### config.mk
export PLATFORM = sky130hd
export DESIGN_NAME = bus_cycle_seq
export DESIGN_NICKNAME = d
export VERILOG_FILES = /design/src/rtl/mbus_pkg.sv /design/src/rtl/mbus_fsm.sv /design/src/rtl/mbus_half_edge.sv /design/src/rtl/mbus_datapath.sv /design/src/rtl/bus_cycle_seq.sv
export SDC_FILE = /design/constraint.sdc
export NUM_CORES = 1
export LEC_CHECK = 0
export BUFFER_PORTS_ARGS = -buffer_cell sky130_fd_sc_hd__buf_4
export CAP_MARGIN = 5
export CORE_ASPECT_RATIO = 1.75
export CORE_MARGIN = 8
export CORE_UTILIZATION = 45
export CTS_BUF_LIST = sky130_fd_sc_hd__clkbuf_16
export DETAILED_ROUTE_END_ITERATION = 8
export PLACE_DENSITY_LB_ADDON = 0.25
export SLEW_MARGIN = 20
export SYNTH_ARGS = -nofsm -noshare
export SYNTH_HDL_FRONTEND = slang
export SYNTH_SLANG_ARGS = --single-unit
### constraint.sdc
create_clock -name clk -period 2.5 [get_ports clk]
set_clock_uncertainty 0.15 [all_clocks]
set_input_delay 0.375 -clock clk [delete_from_list [all_inputs] [get_ports clk]]
set_output_delay 0.375 -clock clk [all_outputs]
set_load 0.05 [all_outputs]
### src/rtl/mbus_pkg.sv
package mbus_pkg;

    localparam int ADDR_W    = 20;
    localparam int DATA_W    = 8;
    localparam int VEC_SHIFT = 2;
    localparam int HI_W      = ADDR_W - DATA_W;
    localparam int VEC_W     = DATA_W + VEC_SHIFT;

    typedef enum logic [1:0] {
        KIND_READ  = 2'd0,
        KIND_WRITE = 2'd1,
        KIND_INTA  = 2'd2
    } cyc_kind_e;

    typedef enum logic [2:0] {
        ST_IDLE,
        ST_T1,
        ST_T2,
        ST_T3,
        ST_TW,
        ST_T4
    } bus_state_e;

    typedef struct packed {
        cyc_kind_e          kind;
        logic               io;
        logic [ADDR_W-1:0]  addr;
        logic [DATA_W-1:0]  wdata;
    } bus_req_t;

    // States in which a command strobe may be active
    function automatic logic in_strobe_window(input bus_state_e s);
        return (s == ST_T2) || (s == ST_T3) || (s == ST_TW);
    endfunction

    function automatic logic [VEC_W-1:0] vec_of(input logic [DATA_W-1:0] t);
        return {t, {VEC_SHIFT{1'b0}}};
    endfunction

endpackage

### src/rtl/mbus_fsm.sv
module mbus_fsm
    import mbus_pkg::*;
(
    input  logic       clk,
    input  logic       rst,
    input  logic       start,
    input  cyc_kind_e  kind,
    input  logic       ready,
    output bus_state_e state,
    output logic       capture,
    output logic       done
);
    bus_state_e nxt;
    logic       second;
    logic       last_cycle;
    logic       leave_wait;

    assign last_cycle = (kind != KIND_INTA) || second;
    assign leave_wait = ((state == ST_T3) || (state == ST_TW)) && ready;
    assign capture    = leave_wait && last_cycle && (kind != KIND_WRITE);

    always_comb begin
        nxt = state;
        unique case (state)
            ST_IDLE: if (start) nxt = ST_T1;
            ST_T1:   nxt = ST_T2;
            ST_T2:   nxt = ST_T3;
            ST_T3,
            ST_TW:   nxt = ready ? ST_T4 : ST_TW;
            ST_T4:   nxt = last_cycle ? ST_IDLE : ST_T1;
            default: nxt = ST_IDLE;
        endcase
    end

    always_ff @(posedge clk) begin
        if (rst) begin
            state  <= ST_IDLE;
            second <= 1'b0;
            done   <= 1'b0;
        end else begin
            state <= nxt;
            done  <= leave_wait && last_cycle;
            if (state == ST_IDLE)
                second <= 1'b0;
            else if (state == ST_T4)
                second <= 1'b1;
        end
    end

    p_wait_on_low_ready_r7: assert property (@(posedge clk) disable iff (rst)
        ((state == ST_T3 || state == ST_TW) && !ready) |=> (state == ST_TW));

    p_advance_on_ready_r7: assert property (@(posedge clk) disable iff (rst)
        ((state == ST_T3 || state == ST_TW) && ready) |=> (state == ST_T4));

    p_done_single_r8: assert property (@(posedge clk) disable iff (rst)
        done |=> !done);

    p_done_in_t4_r8: assert property (@(posedge clk) disable iff (rst)
        done |-> (state == ST_T4));

endmodule

### src/rtl/mbus_half_edge.sv
module mbus_half_edge (
    input  logic clk,
    input  logic rst,
    input  logic d,
    output logic q
);
    // Falling-edge stage: moves a level into the middle of the clock
    always_ff @(negedge clk) begin
        if (rst) q <= 1'b0;
        else     q <= d;
    end
endmodule

### src/rtl/mbus_datapath.sv
module mbus_datapath
    import mbus_pkg::*;
(
    input  logic                clk,
    input  logic                rst,
    input  logic                accept,
    input  bus_req_t            req,
    input  logic                capture,
    input  logic [DATA_W-1:0]   ad_in,
    output bus_req_t            cur,
    output logic [DATA_W-1:0]   rdata,
    output logic [VEC_W-1:0]    vec
);
    always_ff @(posedge clk) begin
        if (rst) begin
            cur   <= '0;
            rdata <= '0;
            vec   <= '0;
        end else begin
            if (accept) begin
                cur.kind  <= req.kind;
                cur.io    <= req.io;
                cur.wdata <= req.wdata;
                // Acknowledge keeps the previous address on the pins
                if (req.kind != KIND_INTA)
                    cur.addr <= req.addr;
            end
            if (capture) begin
                rdata <= ad_in;
                if (cur.kind == KIND_INTA)
                    vec <= vec_of(ad_in);
            end
        end
    end
endmodule

### src/rtl/bus_cycle_seq.sv
module bus_cycle_seq
    import mbus_pkg::*;
(
    input  logic              clk,
    input  logic              rst,
    input  logic              req_valid,
    input  logic [1:0]        req_kind,
    input  logic              req_io,
    input  logic [19:0]       req_addr,
    input  logic [7:0]        req_wdata,
    output logic              req_ready,
    input  logic              ready,
    input  logic [7:0]        ad_in,
    output logic [7:0]        ad_out,
    output logic              ad_oe,
    output logic [11:0]       addr_hi,
    output logic              ale,
    output logic              rd_stb,
    output logic              wr_stb,
    output logic              inta_stb,
    output logic              io_sel,
    output logic              dt_tx,
    output logic              den,
    output logic              rsp_valid,
    output logic [7:0]        rsp_data,
    output logic [9:0]        vec_ptr
);
    bus_state_e state;
    bus_req_t   req, cur;
    logic       accept, capture, win, is_wr, is_inta, active, late_q;

    assign req    = '{kind: cyc_kind_e'(req_kind), io: req_io,
                      addr: req_addr, wdata: req_wdata};
    assign accept = req_valid && (state == ST_IDLE);

    mbus_fsm u_fsm (
        .clk     (clk),
        .rst     (rst),
        .start   (req_valid),
        .kind    (cur.kind),
        .ready   (ready),
        .state   (state),
        .capture (capture),
        .done    (rsp_valid)
    );

    mbus_datapath u_dp (
        .clk     (clk),
        .rst     (rst),
        .accept  (accept),
        .req     (req),
        .capture (capture),
        .ad_in   (ad_in),
        .cur     (cur),
        .rdata   (rsp_data),
        .vec     (vec_ptr)
    );

    assign win     = in_strobe_window(state);
    assign is_wr   = (cur.kind == KIND_WRITE);
    assign is_inta = (cur.kind == KIND_INTA);
    assign active  = (state != ST_IDLE);

    mbus_half_edge u_half (
        .clk (clk),
        .rst (rst),
        .d   (win && !is_wr),
        .q   (late_q)
    );

    assign req_ready = (state == ST_IDLE);
    assign ale       = (state == ST_T1);
    assign ad_oe     = active && !is_inta && ((state == ST_T1) || is_wr);
    assign ad_out    = (state == ST_T1) ? cur.addr[DATA_W-1:0] : cur.wdata;
    assign addr_hi   = cur.addr[ADDR_W-1:DATA_W];
    assign io_sel    = cur.io;
    assign wr_stb    = is_wr && win;
    assign rd_stb    = late_q && win && (cur.kind == KIND_READ);
    assign inta_stb  = late_q && win && is_inta;
    assign dt_tx     = active && is_wr;
    assign den       = is_wr ? (win || state == ST_T4) : win;

    p_req_starts_t1_r1: assert property (@(posedge clk) disable iff (rst)
        (req_valid && req_ready) |=> (ale && !req_ready));

    p_ale_no_cmd_r2: assert property (@(posedge clk) disable iff (rst)
        ale |-> !(rd_stb || wr_stb || inta_stb));

    p_read_bus_released_r5: assert property (@(posedge clk) disable iff (rst)
        (rd_stb || inta_stb) |-> !ad_oe);

    p_write_bus_driven_r6: assert property (@(posedge clk) disable iff (rst)
        wr_stb |-> (ad_oe && dt_tx));

    p_strobes_exclusive_r9: assert property (@(posedge clk) disable iff (rst)
        $onehot0({rd_stb, wr_stb, inta_stb}));

    p_hi_addr_stable_r3: assert property (@(posedge clk) disable iff (rst)
        (active && !ale) |-> $stable(addr_hi));

endmodule

==> out/qor.yml, run 1 <==
outcome: "complete, but fails checks"
violations: "negative setup slack"
post-cts-setup-buffers: 0
drc_errors: 0
gp_congestion: 0.746
cts_tree: "yes"
vias: 1879
io_pins: 91
portBuffers: 88
antenna_found_initial: 0
finalMaxSlewViolations: 0
nFillCells: 446
yosys.cell_types.count: 27
crit_family: "flip-flops"
drv_cap: 0
crit_fanout: 2
wirelength_um: 5560
grt_util_all_layers_pct: 14.4
fp.dieW_um: 70.2
slowest_delay_ns: 0.31
crit_buf_inv: 1
fp.coreArea_mm2: 0.00498
drtIter0Drc: 88
gr-usage-met3_pct: 5.65
insertion_delay_ns: 0.28
grt-ovfl-total: 0
leakage_nw: 1.47
syn_inst: 250
yosys_warnings: 0
dp.final_hpwl_um: 4180
ff_latch_area_mm2: 0.00106
yosysSeqAreaShare_pct: 45.9
grt_use_met1_pct: 14.0
worstSetupPathType: "register to output port"
die_h_um: 111
drive_gt1_share_pct: 37.9
instances_no_fill: 381
tns_ns: -0.582
slew_headroom_pct: 62.3
first_pass_iters: 4
start_util_pct: 46.5
multi_input_area_mm2: 0.00112
setup_violations: 2
slowest_stage: "dfxtp_2"
fin_nets: 370
synth_area_mm2: 0.00231
grt.busiest_layer: "met2"
grt_pass1_wl_um: 9380
rsz0062_at_grt: "yes"
worst_pin_slew_ns: 0.566
place_inst: 374
diodes: 0
syn_area_per_cell_um2: 9.25
worstPathRequired_ns: 1.98
ir_drop_mv: 0.661
cts_buffers: 5
hold_buffers: 0
hold_slack_ns: 0.170
grt_max_degree: 61
rows: 34
wl_per_cell_um: 14.6
grt_pass1_vias: 1969
final_cell_mix: "buf_4, dfxtp_1, mux2i_1, nor2_1, nand2_1"
postRouteAntennaNets: 0
syn_to_final_growth_pct: 35.4
cp-start-kind: "register"
die-area_mm2: 0.00778
cts_sinks: 53
mostFrequentLayoutCell: "buf_4"
hold_viol: 0
arrival_ns: 2.30
cts_root_buf: "clkbuf_16"
ys_ff_latch: 53
dp_slack_ns: -0.0208
cts.htree.levels: 2
layout_setup_ws_ns: -0.327
power.density_mw_per_mm2: 759
hp-class: "input pin to register"
setup.worst_path.end_class: "output port"
path_clk_slew_ns: 0.06
crit_path_cell_trace: "o21ai_2, nor3_2, buf_6"
cts_buffer_depth: 2
met2_usage_pct: 26.3
via_per_inst: 4.93
## power by group
part	internal (mW)	total [mW]	leakage, nW	switching [mW]
Combinational	0.287	0.766	0.958	0.479
Sequential	0.913	0.950	0.432	0.0370
Clock	0.366	0.662	0.0764	0.295
## what timing repair did
action | in CTS | in global routing
pin swaps | 0 | 0
resized for setup | 4 | 1
endpoints found under the setup margin | 2 | 10
gates cloned | 0 | 0
## synth_stat cells
| library cell | n | area share (%) |
|---|---|---|
| a211oi_4 | 1 | 0.87 |
| a21bo_1 | 1 | 0.43 |
| a21oi_1 | 15 | 3.2 |
| a221oi_1 | 1 | 0.38 |
| and3b_1 | 1 | 0.38 |
| buf_2 | 5 | 1.1 |
| buf_4 | 14 | 4.5 |
| clkbuf_1 | 9 | 1.5 |
| conb_1 | 1 | 0.16 |
| dfxtp_1 | 53 | 46 |
| inv_1 | 3 | 0.49 |
| mux2_2 | 8 | 3.9 |
| mux2i_1 | 36 | 16 |
| nand2_1 | 25 | 4.1 |
| nand2b_1 | 21 | 5.7 |
| nand3b_2 | 1 | 0.49 |
| nor2_1 | 35 | 5.7 |
| nor2b_1 | 2 | 0.54 |
| nor3_1 | 6 | 1.3 |
| nor3_4 | 1 | 0.70 |
| nor3b_1 | 1 | 0.32 |
| nor4_1 | 1 | 0.27 |
| nor4b_1 | 1 | 0.38 |
| o21ai_0 | 5 | 1.1 |
| or2_2 | 1 | 0.27 |
| or3b_4 | 1 | 0.49 |
| xnor2_1 | 1 | 0.38 |
## routing by layer
layer / share of wire (%) / up-vias / wire (um)
met5: 0 / - / 0
met1: 37 / 859 / 2070
li1: - / 958 / -
met3: 7.3 / 9 / 405
met2: 54 / 53 / 2970
met4: 1.9 / 0 / 104
## worst register-to-register path, cell delays in order, from the launching register on
cell and delay, ns:
dfxtp_1 0.31, nand2b_1 0.17, nor2_1 0.18, nor2_1 0.08
nor3_1 0.18
## state kept, by name, summed over array words and instances, names as in the netlist
signal,cells
u_fsm.state,3
u_dp.vec,8
u_dp.cur,31
u_fsm.done,1
u_half.q,1
u_dp.rdata,8
u_fsm.second,1
## per-stage QoR
stage               power (mW)  utilization [%]  cell area, um^2
detailed placement        1.74             59.8             2980
finish                    2.38             62.9             3130
global route              2.49             62.9             3130
global placement          1.73             59.8             2980
floorplan                 1.53                -             2330
CTS                       2.40             62.8             3130
## logic make-up after synthesis
family                 Yosys count  share of synthesized area (%)
AO/OA/AOI/OAI                   23                           6.00
XOR/XNOR                         1                          0.379
buffers and inverters           31                           7.57
flip-flops                      53                           45.9
multiplexers                    44                           19.5
other                            1                          0.162
AND/OR/NAND/NOR                 97                           20.6
## worst paths after layout
kind	slack (ns)	endpoint	startpoint	cells past startpoint
worst max-delay path	-0.33	rd_stb	u_half.q$_SDFF_NP0_	3
worst min-delay path	0.17	u_dp.cur[9]$_SDFFE_PP0P_	req_addr[1]	3
worst max register to register	0.17	u_half.q$_SDFF_NP0_	u_fsm.state[1]$_SDFFE_PP0P_	4
worst min register to register	0.30	u_dp.cur[7]$_SDFFE_PP0P_	u_dp.cur[7]$_SDFFE_PP0P_	2
## final cells by class
class,count,share of cell area [%]
Timing Repair Buffer,97,23.5
Inverter,2,0.240
Clock buffer,5,4.00
Multi-Input combinational cell,167,35.7
Sequential cell,53,33.9
Tap cell,54,2.16
Clock inverter,3,0.519
Power figures use the tool's default switching activity.
==> run 2, diff against run 1 <==
CORE_ASPECT_RATIO = 1.2   (was 1.75)
SETUP_SLACK_MARGIN = 0.5   (was default)
==> out/qor.yml, run 2 (synthesized netlist as in run 1, its figures left out) <==
outcome: "complete, but fails checks"
violations: "negative setup slack"
worstPathRequired_ns: 1.98  # about the same
via_per_inst: 4.87  # -1.4%
cts.htree.levels: 2  # unchanged
reg.largest.list: "u_dp.cur: 31 flops, u_dp.rdata: 8 flops, u_dp.vec: 8 flops"
place_inst: 382  # +2.1%
grt_use_met1_pct: 15.9  # +1.9 points
start_util_pct: 46.8  # +0.35 points
drive_gt1_share_pct: 43.5  # +5.6 points
finalMaxSlewViolations: 0  # unchanged
ir_drop_mv: 0.473  # -28%
portBuffers: 88  # unchanged
report.power.total_mw: 2.54  # +6.9%
rsz0062_at_grt: "yes"
grt_pass1_wl_um: 9200  # -2.0%
cts_sinks: 53  # unchanged
mostFrequentLayoutCell: "buf_4"
cts_root_buf: "clkbuf_16"
met2_usage_pct: 26.3  # +0.042 points
hp-class: "input pin to register"
cts_tree: "yes"
syn_to_final_growth_pct: 47.9
tns_ns: -0.596  # -0.0138 ns
cts_buffers: 5  # unchanged
nFillCells: 407  # -8.7%
grt_max_degree: 61  # unchanged
die_h_um: 94.5  # -15%
cp-start-kind: "register"
grt-ovfl-total: 0  # unchanged
hold_viol: 0  # unchanged
rows: 28  # -18%
power.density_mw_per_mm2: 743  # -2.2%
hold_slack_ns: 0.168  # -0.00131 ns
fin_nets: 382  # +3.2%
wl_per_cell_um: 14.5  # -0.57%
setup.worst_path.end_class: "output port"
instances_no_fill: 400  # +5.0%
largest_reg_flops: 31  # unchanged
wirelength_um: 5800  # +4.4%
fin_area_mm2: 0.00342  # +9.2%
arrival_ns: 2.30  # about the same
io_pins: 91  # unchanged
final_cell_mix: "buf_4, dfxtp_1, mux2i_1, nor2_1, nand2_1"
worst_pin_slew_ns: 0.540  # -0.0261 ns
drv_cap: 0  # unchanged
crit_fanout: 2  # unchanged
setup_violations: 2  # unchanged
grt.busiest_layer: "met2"
layout_setup_ws_ns: -0.323  # +0.00314 ns
gr-usage-met3_pct: 6.65  # +1.0 points
cts_buffer_depth: 2  # unchanged
gp_congestion: 0.757  # +1.6%
leakage_nw: 1.58  # +7.5%
place_area_mm2: 0.00308  # +3.5%
slew_headroom_pct: 64.0  # +1.7 points
grt_pass1_vias: 1980  # +0.56%
fp.dieW_um: 81.5  # +16%
grt_util_all_layers_pct: 15.0  # +0.57 points
drtIter0Drc: 53  # -40%
diodes: 0  # unchanged
path_clk_slew_ns: 0.07  # about the same
hold_buffers: 0  # unchanged
insertion_delay_ns: 0.28  # about the same
first_pass_iters: 4  # unchanged
worstSetupPathType: "register to output port"
top_register: "u_dp.cur"
die-area_mm2: 0.00770  # -1.0%
dp.final_hpwl_um: 4200  # +0.50%
vias: 1946  # +3.6%
postRouteAntennaNets: 0  # unchanged
drc_errors: 0  # unchanged
fp.coreArea_mm2: 0.00494  # -0.75%
antenna_found_initial: 0  # unchanged
## run 2: final timing paths
kind / startpoint / to / slack [ns] / cells after the start
worst min-delay path: req_addr[19] / u_dp.cur[27]$_SDFFE_PP0P_ / 0.17 / 3
worst max register to register: u_fsm.state[1]$_SDFFE_PP0P_ / u_half.q$_SDFF_NP0_ / 0.31 / 4
worst max-delay path: u_half.q$_SDFF_NP0_ / rd_stb / -0.32 / 3
worst min register to register: u_dp.cur[1]$_SDFFE_PP0P_ / u_dp.cur[1]$_SDFFE_PP0P_ / 0.31 / 2
## run 2: worst max-delay path, cell delays in order (launching register included)
cell and delay, ns:
dfxtp_2 0.33, o21ai_4 0.07, nor3_4 0.11, buf_6 0.17
## run 2: area by class of cell
| type | instances | area [um^2] | share of cell area, % |
|---|---|---|---|
| multi-input combinational | 167 | 1220 | 35.8 |
| sequential | 53 | 1070 | 31.2 |
| timing repair buffer | 109 | 901 | 26.3 |
| clock buffer | 5 | 125 | 3.66 |
| tap | 60 | 75.1 | 2.19 |
| clock inverter | 4 | 21.3 | 0.622 |
| inverter | 2 | 7.51 | 0.219 |
## run 2: per-stage QoR
stage / util (%) / worst slack (ns)
final: 69.3 / -0.323
after global routing: 69.3 / -0.361
after global placement: 62.4 / -0.0498
after detailed placement: 62.4 / -0.0475
after CTS: 67.9 / -0.383
after floorplan: - / -0.140
## run 2: per-layer routing
layer	wire [um]	vias to the layer above
li1	-	987
met1	2200	899
met2	3030	55
met3	514	5
met4	51	0
met5	0	-
## run 2: repair_timing
| action | 4_1_cts | 5_1_grt |
|---|---|---|
| buffers inserted | 4 | 5 |
| cloned | 1 | 0 |
| pin swaps | 4 | 4 |
| endpoints found under the hold margin | 0 | 0 |
| setup endpoints to repair | 30 | 29 |
| resized for setup | 26 | 7 |
## run 2: power breakdown
part           total (mW)  switching (mW)  internal, mW
combinational       0.908           0.524         0.383
sequential          0.957          0.0421         0.915
clock               0.676           0.304         0.372
total                2.54           0.871          1.67
